**src/rtl/lcdq_pkg.sv**
```systemverilog
package lcdq_pkg;

    localparam int BUS_W = 16;

    // panel opcodes
    localparam logic [7:0] OP_FORMAT = 8'hBC;
    localparam logic [7:0] OP_WAKE   = 8'h94;
    localparam logic [7:0] OP_COLS   = 8'h15;
    localparam logic [7:0] OP_ROWS   = 8'h75;
    localparam logic [7:0] OP_MEMWR  = 8'h5C;
    localparam logic [7:0] OP_ON     = 8'hAF;
    localparam logic [7:0] OP_OFF    = 8'hAE;

    // format parameter per bus mode
    localparam logic [7:0] FMT_565 = 8'h28;
    localparam logic [7:0] FMT_666 = 8'h08;

    localparam logic [BUS_W-1:0] WHITE = 16'hFFFF;

    // script step indices: power-up starts at 0, window requests at WIN_FIRST
    localparam logic [3:0] WIN_FIRST   = 4'd3;
    localparam logic [3:0] SCRIPT_LAST = 4'd13;

    typedef struct packed {
        logic             dc;
        logic [BUS_W-1:0] data;
    } bus_word_t;

    typedef struct packed {
        logic [7:0] col_lo;
        logic [7:0] col_hi;
        logic [7:0] row_lo;
        logic [7:0] row_hi;
    } window_t;

    typedef enum logic [2:0] {
        ST_SCRIPT,
        ST_FILL,
        ST_PAUSE_PRE,
        ST_DISP_ON,
        ST_PAUSE_POST,
        ST_IDLE,
        ST_STREAM,
        ST_SINGLE
    } seq_state_t;

    function automatic bus_word_t cmd_word(input logic [7:0] op);
        bus_word_t w;
        w.dc   = 1'b0;
        w.data = {8'h00, op};
        return w;
    endfunction

    function automatic bus_word_t arg_word(input logic [7:0] v);
        bus_word_t w;
        w.dc   = 1'b1;
        w.data = {8'h00, v};
        return w;
    endfunction

    // One entry of the command script; the window fields supply the ranges.
    function automatic bus_word_t script_word(input logic [3:0] idx,
                                              input logic [7:0] fmt,
                                              input window_t    win);
        bus_word_t w;
        case (idx)
            4'd0:    w = cmd_word(OP_FORMAT);
            4'd1:    w = arg_word(fmt);
            4'd2:    w = cmd_word(OP_WAKE);
            4'd3:    w = cmd_word(OP_COLS);
            4'd4:    w = arg_word(win.col_lo);
            4'd6:    w = arg_word(win.col_hi);
            4'd8:    w = cmd_word(OP_ROWS);
            4'd9:    w = arg_word(win.row_lo);
            4'd11:   w = arg_word(win.row_hi);
            4'd13:   w = cmd_word(OP_MEMWR);
            default: w = arg_word(8'h00);
        endcase
        return w;
    endfunction

endpackage

```
**src/rtl/lcdq_strobe.sv**
```systemverilog
module lcdq_strobe
    import lcdq_pkg::*;
#(
    parameter int STROBE_CYC = 4
)(
    input  logic      clk,
    input  logic      rst,
    input  logic      go,
    input  bus_word_t word_in,
    output logic      idle,
    output logic      wr_n,
    output bus_word_t word_out
);

    localparam int CW = (STROBE_CYC > 1) ? $clog2(STROBE_CYC) : 1;

    typedef enum logic [1:0] {P_IDLE, P_LOW, P_REC} phase_t;

    phase_t         phase;
    logic [CW-1:0]  cnt;

    always_ff @(posedge clk) begin
        if (rst) begin
            phase    <= P_IDLE;
            wr_n     <= 1'b1;
            cnt      <= '0;
            word_out <= '0;
        end else begin
            case (phase)
                P_IDLE: begin
                    if (go) begin
                        word_out <= word_in;
                        wr_n     <= 1'b0;
                        cnt      <= CW'(STROBE_CYC - 1);
                        phase    <= P_LOW;
                    end
                end
                P_LOW: begin
                    if (cnt == '0) begin
                        wr_n  <= 1'b1;
                        phase <= P_REC;
                    end else begin
                        cnt <= cnt - 1'b1;
                    end
                end
                default: phase <= P_IDLE;
            endcase
        end
    end

    assign idle = (phase == P_IDLE);

endmodule

```
**src/rtl/lcdq_ms_timer.sv**
```systemverilog
module lcdq_ms_timer #(
    parameter int CLK_HZ = 50_000_000,
    parameter int MSW    = 8
)(
    input  logic           clk,
    input  logic           rst,
    input  logic           run,
    input  logic [MSW-1:0] ms_target,
    output logic           done
);

    localparam int TPM = (CLK_HZ / 1000 < 1) ? 1 : CLK_HZ / 1000;
    localparam int PW  = (TPM > 1) ? $clog2(TPM) : 1;

    logic [PW-1:0]  pre;
    logic [MSW-1:0] ms;
    logic           pre_wrap;

    assign pre_wrap = (pre == PW'(TPM - 1));

    always_ff @(posedge clk) begin
        if (rst || !run) begin
            pre <= '0;
            ms  <= '0;
        end else if (pre_wrap) begin
            pre <= '0;
            ms  <= ms + 1'b1;
        end else begin
            pre <= pre + 1'b1;
        end
    end

    assign done = run && pre_wrap && (ms == ms_target - 1'b1);

endmodule

```
**src/rtl/lcdq_seq.sv**
```systemverilog
module lcdq_seq
    import lcdq_pkg::*;
#(
    parameter int H_RES         = 176,
    parameter int V_RES         = 220,
    parameter int COL_OFS       = 2,
    parameter int BUS16         = 1,
    parameter int PAUSE_PRE_MS  = 80,
    parameter int PAUSE_POST_MS = 200,
    parameter int XW            = 8,
    parameter int YW            = 8,
    parameter int CNT_W         = 17,
    parameter int MSW           = 8
)(
    input  logic             clk,
    input  logic             rst,
    input  logic             win_req,
    input  logic [XW-1:0]    win_c0,
    input  logic [XW-1:0]    win_c1,
    input  logic [YW-1:0]    win_r0,
    input  logic [YW-1:0]    win_r1,
    input  logic             susp_req,
    input  logic             resume_req,
    input  logic             pix_valid,
    input  logic [BUS_W-1:0] pix_data,
    input  logic             strobe_idle,
    input  logic             timer_done,
    output logic             go,
    output bus_word_t        word,
    output logic             timer_run,
    output logic [MSW-1:0]   ms_target,
    output logic             pix_ready,
    output logic             busy
);

    localparam int         FILL_N  = H_RES * V_RES * ((BUS16 != 0) ? 1 : 3);
    localparam logic [7:0] FMT_SEL = (BUS16 != 0) ? FMT_565 : FMT_666;

    localparam window_t FULL_WIN = '{
        col_lo: 8'(COL_OFS),
        col_hi: 8'(COL_OFS + H_RES - 1),
        row_lo: 8'd0,
        row_hi: 8'(V_RES - 1)
    };

    seq_state_t       state;
    logic [3:0]       idx;
    logic             boot;
    window_t          win;
    logic [CNT_W-1:0] remain;
    logic [7:0]       single_op;
    logic             accept;
    logic [CNT_W-1:0] span_w, span_h;

    assign accept = (state == ST_IDLE) && strobe_idle;
    assign busy   = !accept;
    assign span_w = CNT_W'(win_c1) - CNT_W'(win_c0) + 1'b1;
    assign span_h = CNT_W'(win_r1) - CNT_W'(win_r0) + 1'b1;

    // word selection and launch
    always_comb begin
        go        = 1'b0;
        word      = '0;
        pix_ready = 1'b0;
        timer_run = 1'b0;
        ms_target = MSW'(PAUSE_PRE_MS);
        case (state)
            ST_SCRIPT: begin
                go   = strobe_idle;
                word = script_word(idx, FMT_SEL, win);
            end
            ST_FILL: begin
                go   = strobe_idle;
                word = '{dc: 1'b1, data: WHITE};
            end
            ST_PAUSE_PRE: begin
                timer_run = strobe_idle;
            end
            ST_DISP_ON: begin
                go   = strobe_idle;
                word = cmd_word(OP_ON);
            end
            ST_PAUSE_POST: begin
                timer_run = strobe_idle;
                ms_target = MSW'(PAUSE_POST_MS);
            end
            ST_STREAM: begin
                pix_ready = strobe_idle;
                go        = strobe_idle && pix_valid;
                word      = '{dc: 1'b1, data: pix_data};
            end
            ST_SINGLE: begin
                go   = strobe_idle;
                word = cmd_word(single_op);
            end
            default: ;
        endcase
    end

    always_ff @(posedge clk) begin
        if (rst) begin
            state     <= ST_SCRIPT;
            idx       <= '0;
            boot      <= 1'b1;
            win       <= FULL_WIN;
            remain    <= CNT_W'(FILL_N);
            single_op <= OP_OFF;
        end else begin
            case (state)
                ST_SCRIPT: begin
                    if (go) begin
                        if (idx == SCRIPT_LAST) begin
                            state <= boot ? ST_FILL : ST_STREAM;
                        end else begin
                            idx <= idx + 1'b1;
                        end
                    end
                end
                ST_FILL: begin
                    if (go) begin
                        if (remain == CNT_W'(1)) state <= ST_PAUSE_PRE;
                        else                     remain <= remain - 1'b1;
                    end
                end
                ST_PAUSE_PRE: begin
                    if (timer_done) state <= ST_DISP_ON;
                end
                ST_DISP_ON: begin
                    if (go) state <= ST_PAUSE_POST;
                end
                ST_PAUSE_POST: begin
                    if (timer_done) begin
                        state <= ST_IDLE;
                        boot  <= 1'b0;
                    end
                end
                ST_STREAM: begin
                    if (go) begin
                        if (remain == CNT_W'(1)) state <= ST_IDLE;
                        else                     remain <= remain - 1'b1;
                    end
                end
                ST_SINGLE: begin
                    if (go) state <= ST_IDLE;
                end
                default: begin
                    if (accept) begin
                        if (win_req) begin
                            win.col_lo <= 8'(win_c0) + 8'(COL_OFS);
                            win.col_hi <= 8'(win_c1) + 8'(COL_OFS);
                            win.row_lo <= 8'(win_r0);
                            win.row_hi <= 8'(win_r1);
                            remain     <= span_w * span_h;
                            idx        <= WIN_FIRST;
                            state      <= ST_SCRIPT;
                        end else if (susp_req) begin
                            single_op <= OP_OFF;
                            state     <= ST_SINGLE;
                        end else if (resume_req) begin
                            single_op <= OP_ON;
                            state     <= ST_SINGLE;
                        end
                    end
                end
            endcase
        end
    end

endmodule

```
**src/rtl/lcd_bringup_seq.sv**
```systemverilog
module lcd_bringup_seq
    import lcdq_pkg::*;
#(
    parameter int H_RES         = 176,
    parameter int V_RES         = 220,
    parameter int COL_OFS       = 2,
    parameter int BUS16         = 1,
    parameter int CLK_HZ        = 50_000_000,
    parameter int STROBE_CYC    = 4,
    parameter int PAUSE_PRE_MS  = 80,
    parameter int PAUSE_POST_MS = 200,
    localparam int XW = (H_RES > 1) ? $clog2(H_RES) : 1,
    localparam int YW = (V_RES > 1) ? $clog2(V_RES) : 1
)(
    input  logic          clk,
    input  logic          rst,
    input  logic          win_req,
    input  logic [XW-1:0] win_col_first,
    input  logic [XW-1:0] win_col_last,
    input  logic [YW-1:0] win_row_first,
    input  logic [YW-1:0] win_row_last,
    input  logic          susp_req,
    input  logic          resume_req,
    input  logic          pix_valid,
    input  logic [15:0]   pix_data,
    output logic          pix_ready,
    output logic          busy,
    output logic          lcd_wr_n,
    output logic          lcd_dc,
    output logic [15:0]   lcd_d
);

    localparam int CNT_W  = $clog2(H_RES * V_RES * 3 + 1);
    localparam int MS_MAX = (PAUSE_PRE_MS > PAUSE_POST_MS) ? PAUSE_PRE_MS : PAUSE_POST_MS;
    localparam int MSW    = $clog2(MS_MAX + 1);

    logic           go, strobe_idle, timer_run, timer_done;
    bus_word_t      word, bus_word;
    logic [MSW-1:0] ms_target;

    lcdq_seq #(
        .H_RES(H_RES), .V_RES(V_RES), .COL_OFS(COL_OFS), .BUS16(BUS16),
        .PAUSE_PRE_MS(PAUSE_PRE_MS), .PAUSE_POST_MS(PAUSE_POST_MS),
        .XW(XW), .YW(YW), .CNT_W(CNT_W), .MSW(MSW)
    ) u_seq (
        .clk(clk), .rst(rst),
        .win_req(win_req), .win_c0(win_col_first), .win_c1(win_col_last),
        .win_r0(win_row_first), .win_r1(win_row_last),
        .susp_req(susp_req), .resume_req(resume_req),
        .pix_valid(pix_valid), .pix_data(pix_data),
        .strobe_idle(strobe_idle), .timer_done(timer_done),
        .go(go), .word(word), .timer_run(timer_run), .ms_target(ms_target),
        .pix_ready(pix_ready), .busy(busy)
    );

    lcdq_strobe #(.STROBE_CYC(STROBE_CYC)) u_strobe (
        .clk(clk), .rst(rst), .go(go), .word_in(word),
        .idle(strobe_idle), .wr_n(lcd_wr_n), .word_out(bus_word)
    );

    lcdq_ms_timer #(.CLK_HZ(CLK_HZ), .MSW(MSW)) u_timer (
        .clk(clk), .rst(rst), .run(timer_run),
        .ms_target(ms_target), .done(timer_done)
    );

    assign lcd_dc = bus_word.dc;
    assign lcd_d  = bus_word.data;

endmodule

```
**config.mk**
```make
export PLATFORM = sky130hd
export DESIGN_NAME = lcd_bringup_seq
export DESIGN_NICKNAME = d
export VERILOG_FILES = /design/src/rtl/lcdq_pkg.sv /design/src/rtl/lcdq_strobe.sv /design/src/rtl/lcdq_ms_timer.sv /design/src/rtl/lcdq_seq.sv /design/src/rtl/lcd_bringup_seq.sv
export SDC_FILE = /design/constraint.sdc
export NUM_CORES = 1
export LEC_CHECK = 0
export ABC_AREA = 0
export BUFFER_PORTS_ARGS = -buffer_cell sky130_fd_sc_hd__buf_2
export CORE_MARGIN = 2
export CORE_UTILIZATION = 45
export CTS_BUF_LIST = sky130_fd_sc_hd__clkbuf_2 sky130_fd_sc_hd__clkbuf_4 sky130_fd_sc_hd__clkbuf_8
export CTS_CLUSTER_SIZE = 10
export DETAILED_ROUTE_END_ITERATION = 6
export GPL_TIMING_DRIVEN = 0
export PLACE_DENSITY = 0.71
export SETUP_SLACK_MARGIN = 0.1
export SYNTH_ARGS = -nofsm -noshare
export SYNTH_HDL_FRONTEND = slang
export SYNTH_HIERARCHICAL = 1
export SYNTH_SLANG_ARGS = --single-unit
```
**constraint.sdc**
```tcl
create_clock -name clk -period 9.2 [get_ports clk]
set_input_delay 0 -clock clk [delete_from_list [all_inputs] [get_ports clk]]
set_output_delay 0 -clock clk [all_outputs]
set_load 0.01 [all_outputs]
```
Yosys cells after proc, flatten, opt, wreduce, memory -nomap -nowiden:

Cells that the tools add are included.

* bits in registers: 111
* latch bits: 0
* memory bits (writable): 0
* bits in read-only memories: 0
* output and inout bits: 20
* word-level logic and storage cells: 148
* memories kept: 0

* add/subtract/negate cells: 12
* multiply operators: 1
* divide/modulo/power cells: 0
* $lt $le $gt $ge: 0
* eq/ne operators: 36
* shifts and indexed selects: 0
* mux-type cells: 43
* bitwise logic cells: 4
* reductions and logical operators: 36

Operators with widths (number)
* 17-bit case mux with 10 select lines: 1
* 17-bit case mux with 5 select lines: 1
* 17-bit 2-to-1 mux: 4
* 3-bit 2-to-1 mux: 15
* 17-bit by 1-bit adder with 17-bit output, second input constant: 2
* 17-bit case mux with 2 select lines: 1
* 8-bit 2-to-1 mux: 3
* 2-bit != test, second input constant: 11
* 3-bit case mux with 7 select lines: 1
* 8-bit by 8-bit subtractor with 9-bit output: 2
* 17-bit by 1-bit == test with 1-bit output, second input constant: 1
* 17-bit by 17-bit multiplier with 17-bit output: 1
* 17-bit by 1-bit subtractor with 17-bit output, second input constant: 1
* 16-bit by 1-bit adder with 16-bit output, second input constant: 1
* 8-bit by 2-bit adder with 8-bit output, second input constant: 2
* 16-bit == test, second input constant: 1
* 4-bit == test, second input constant: 4
* 4-bit 2-to-1 mux: 4
* 3-bit == test, second input constant: 4
* 12-bit AND reduction: 1
* 2-bit nonzero test: 6
* 2-bit by 1-bit != test with 1-bit output, second input constant: 5
* 5-bit AND reduction: 2
* 10-bit nonzero test: 1
* other kinds (32): 57

Logic depth before layout (Yosys ltp):

* word-level depth: 7
* gate-level depth with buffers: 31
* mapped depth without buffers: 31

Hierarchy:

Netlist, hierarchy kept.

By module, submodules not included
* lcdq_seq: instances 1, cells an instance 1038, area an instance 8020.2 um^2
* lcdq_ms_timer: instances 1, cells an instance 159, area an instance 1356.3 um^2
* lcdq_strobe: instances 1, cells an instance 102, area an instance 868.3 um^2

Worst setup path after synthesis:

Ideal clock, no wire load.

* path kind: input to register
* start point: in win_col_last[0]
* end point: reg u_seq.remain[16]
* setup time: 131 ps
* arrival: 6633 ps
* required time: 9069 ps
* slack: 2437 ps
* stages on the path: 29
* cell sequence: inv_1 ha_1 inv_1 fa_1 a211oi_1 nor2_1 nor2_1 and4b_1 xor2_1 nand2_1 fa_1 inv_1 fa_1 inv_1 fa_1 inv_1 fa_1 inv_1 fa_1 inv_1 ha_1 or4_1 a31oi_1 a21oi_1 a31oi_1 o21ai_0 xnor3_1 xor2_1 o22ai_1

* longest elaborated chain between the ends: 6

Ends and longest elaborated chain
* from (decl): line lcd_bringup_seq.sv:19 `input logic [XW-1:0] win_col_last,`
* 8-bit by 8-bit subtractor with 9-bit output: line lcdq_seq.sv:57 `assign span_w = CNT_W'(win_c1) - CNT_W'(win_c0) + 1'b1;`
* 17-bit by 1-bit adder with 17-bit output: line lcdq_seq.sv:57
* 17-bit by 17-bit multiplier with 17-bit output: line lcdq_seq.sv:153 `remain <= span_w * span_h;`
* 17-bit 2-to-1 mux: line lcdq_seq.sv:148 `if (win_req) begin`
* 17-bit 2-to-1 mux: line lcdq_seq.sv:147 `if (accept) begin`
* 17-bit case mux with 2 select lines: line lcdq_seq.sv:109 `case (state)`
* to (signal assigned): line lcdq_seq.sv:106 `remain <= CNT_W'(FILL_N);`
* to (signal assigned): line lcdq_seq.sv:122 `else remain <= remain - 1'b1;`
* to (signal assigned): line lcdq_seq.sv:153
* to (decl): line lcdq_seq.sv:50 `logic [CNT_W-1:0] remain;`

No other way between the ends. The select of a mux whose other input is x is not followed.
A chain may end at the register's enable or synchronous reset.

Worst setup path after layout:

* start point: in win_row_last[0]
* end point: reg u_seq.remain[16]

* longest elaborated chain between the ends: 6

Ends and longest elaborated chain
* from (decl): line lcd_bringup_seq.sv:21 `input logic [YW-1:0] win_row_last,`
* 8-bit by 8-bit subtractor with 9-bit output: line lcdq_seq.sv:58 `assign span_h = CNT_W'(win_r1) - CNT_W'(win_r0) + 1'b1;`
* 17-bit by 1-bit adder with 17-bit output: line lcdq_seq.sv:58
* 17-bit by 17-bit multiplier with 17-bit output: line lcdq_seq.sv:153
* 17-bit 2-to-1 mux: line lcdq_seq.sv:148
* 17-bit 2-to-1 mux: line lcdq_seq.sv:147
* 17-bit case mux with 2 select lines: line lcdq_seq.sv:109

No other way between the ends. The select of a mux whose other input is x is not followed.

==> flow_metrics.py <==
metrics = {
    "run_status": {
        "outcome": "finished, final reports clean",
    },
    "route": {
        "routed_wl_mm": 27.09,
        "vias": 9421,
        "vias_per_cell": 5.493,
        "drc": 0,
        "drt_iter0_drc": 734,
        "antenna_left": 0,
        "firstDrtPassIters": 6,
        "wl_per_cell_microns": 15.80,
    },
    "clock_tree": {
        "post_cts_buffers": 0,
        "clock-root-buffer": "clkbuf_8",
        "holdBufCountCts": 39,
        "htree_num_levels": 3,
        "cts_made_buffers": 9,
        "tritoncts": "built",
        "clk_path_buf_depth": 2,
        "cts.clk_slew.worst_paths_ns": 0.10,
        "clk_latency_ns": 0.40,
        "clkSinkCount": 104,
        "cts_resized": 0,
    },
    "logic_synthesis": {
        "yosysSeqAreaShare": 0.2032,
        "async_reset_ff_frac": 0,
        "syn-instance-count": 1299,
        "synth-edff-count": 0,
        "synth-main-ff-cell": "dfxtp_1",
        "synth_area_sq_um": 10240,
        "synth_cell_types": 88,
        "ys_ff_latch": 104,
        "syn_area_per_cell_sq_um": 7.887,
        "ys.warnings.count": 6,
    },
    "worst_setup_path": {
        "cpMaxStageDelayCell": "xnor2_1",
        "crit_arrival_ns": 8.51,
        "path_max_fanout": 10,
        "critPathRequiredTime_ns": 9.46,
        "end_kind": "flop",
        "critPathMaxStageDelay_ns": 0.71,
        "crit_type": "in -> reg",
        "cp-start-kind": "input pin",
        "path_common_cell": "inv_1",
    },
    "floorplan": {
        "die_h_microns": 154.9,
        "start_util": 0.4553,
        "die_w_microns": 154.9,
        "fp.coreArea_sq_um": 22500,
        "num_io_pins": 74,
        "placementRows": 55,
        "die_area_sq_um": 23990,
    },
    "flow_run": {
        "drv_cap": 0,
    },
    "grt": {
        "antenna_found_initial": 2,
        "grt_max_degree": 20,
        "grt_pass1_wl_mm": 44.09,
        "globalRouteOverflowTotal": 0,
        "grtUsageTotal": 0.2268,
        "grt_pass1_vias": 9092,
    },
    "sta": {
        "hold_violations": 0,
        "slew_violations": 0,
        "fmax_ghz": 0.1213,
        "min_period_over_period": 0.8964,
        "worst_pin_slew_ns": 1.165,
        "finClkSkew_ns": 0.01035,
        "fin_crit_ns": 8.247,
        "relSlewSlack": 0.2133,
        "final.setup.tns_ns": 0,
        "setup_violations": 0,
        "rsz0062_at_grt": "no",
    },
    "cells_and_area": {
        "syn_to_final_growth_pct": 12.76,
        "nNetsFinal": 1631,
        "n_antenna_cell": 0,
        "utilization": 0.5134,
        "multiInputGateArea_sq_um": 7268,
        "final_common_cell": "nand2_1",
        "n_fill_cell": 2153,
        "layout-drive-gt1-share": 0.09301,
        "final_cell_mix": "167 x nand2_1, 155 x inv_1, 117 x nor2_1, 104 x dfxtp_1, 95 x a21oi_1",
        "seq_area_sq_um": 2082,
    },
    "placement": {
        "gp_congestion": 0.9192,
        "port_buffers": 73,
        "post-dp-hpwl_mm": 21.60,
    },
    "min_path": {
        "hp-class": "in -> reg",
    },
}
==> layout make-up <==
cell class | instances | share of cell area
Multi-Input combinational cell | 977 | 0.6292
Timing Repair Buffer | 112 | 0.06542
Clock buffer | 9 | 0.01072
Inverter | 157 | 0.05101
Tap cell | 285 | 0.03087
Sequential cell | 104 | 0.1802
Buffer | 64 | 0.02740
Clock inverter | 7 | 0.005199
==> sequential cells by signal, indices dropped and copies added (netlist names), 2 cells and up <==
name,cells
u_timer/pre,16
u_seq/win,32
u_seq/remain,17
u_strobe/phase,2
u_seq/idx,4
u_strobe/cnt,2
u_strobe/word_out,17
u_timer/ms,8
u_seq/state,3
==> cell usage after synthesis, types with 30 or more instances <==
master | number | area share
fa_1 | 78 | 0.15
o21ai_0 | 54 | 0.026
clkbuf_1 | 43 | 0.016
nor2_1 | 117 | 0.043
xor2_1 | 35 | 0.030
xnor2_1 | 42 | 0.036
dfxtp_1 | 104 | 0.20
nor3_1 | 30 | 0.015
a21oi_1 | 95 | 0.046
inv_1 | 155 | 0.057
ha_1 | 74 | 0.090
nand2_1 | 167 | 0.061
==> per-stage QoR <==
| step | setup WS (ns) | hold WS (ns) | std cells | area, sq um |
|---|---|---|---|---|
| 5_1_grt | 0.5392 | 0.01380 | 1715 | 11550 |
| 6_report | 0.9531 | 0.01748 | 1715 | 11550 |
| 3_3_place_gp | 1.231 | 0.2016 | 1660 | 10980 |
| 4_1_cts | 0.9516 | 0.004056 | 1715 | 11550 |
| 3_5_place_dp | 1.082 | 0.2083 | 1660 | 10980 |
| 2_1_floorplan | 2.437 | 0.09563 | 1302 | 10260 |
==> cell families (layout without fill, tap and decap cells) <==
kind of cell / after synthesis / count (layout) / share of synthesized area
AOI/OAI and AO/OA: 270 / 270 / 0.1694
xor gates and xnor gates: 82 / 82 / 0.07438
adders and majority gates: 152 / 152 / 0.2428
buffers and inverters: 221 / 349 / 0.08842
DFF: 104 / 104 / 0.2032
muxes: 5 / 5 / 0.005861
other: 2 / 5 / 0.0007331
and+or+nand+nor: 463 / 463 / 0.2152
==> critical path: cells and delay by family <==
kind                     cells  cell delay (ns)
XOR/XNOR                     4             1.56
AO/OA/AOI/OAI                7             1.42
buffers and inverters        9             1.11
AND/OR/NAND/NOR              4             1.15
adder cells (fa/ha/maj)      8             3.24
==> worst paths after layout <==
check | startpoint | cells after the start | slack, ns | endpoint
max | win_row_last[0] | 32 | 0.95 | u_seq/remain[16]
min | win_col_first[7] | 4 | 0.02 | u_seq/win[31]
max reg2reg | u_seq/state[0] | 13 | 5.04 | u_seq/state[0]
min reg2reg | u_timer/pre[0] | 1 | 0.45 | u_timer/pre[0]
==> layer usage <==
layer | share of wire | global-route usage | vias up
met3 | 0.060 | 0.03733 | 39
li1 | - | - | 4588
met1 | 0.44 | 0.2947 | 4484
met5 | 0.00085 | 0 | -
met2 | 0.47 | 0.3886 | 306
met4 | 0.028 | 0.06834 | 4
Power is left out: the tool's default activity adds up to more than one toggle a clock period on the data nets, which glitch-free logic cannot reach.
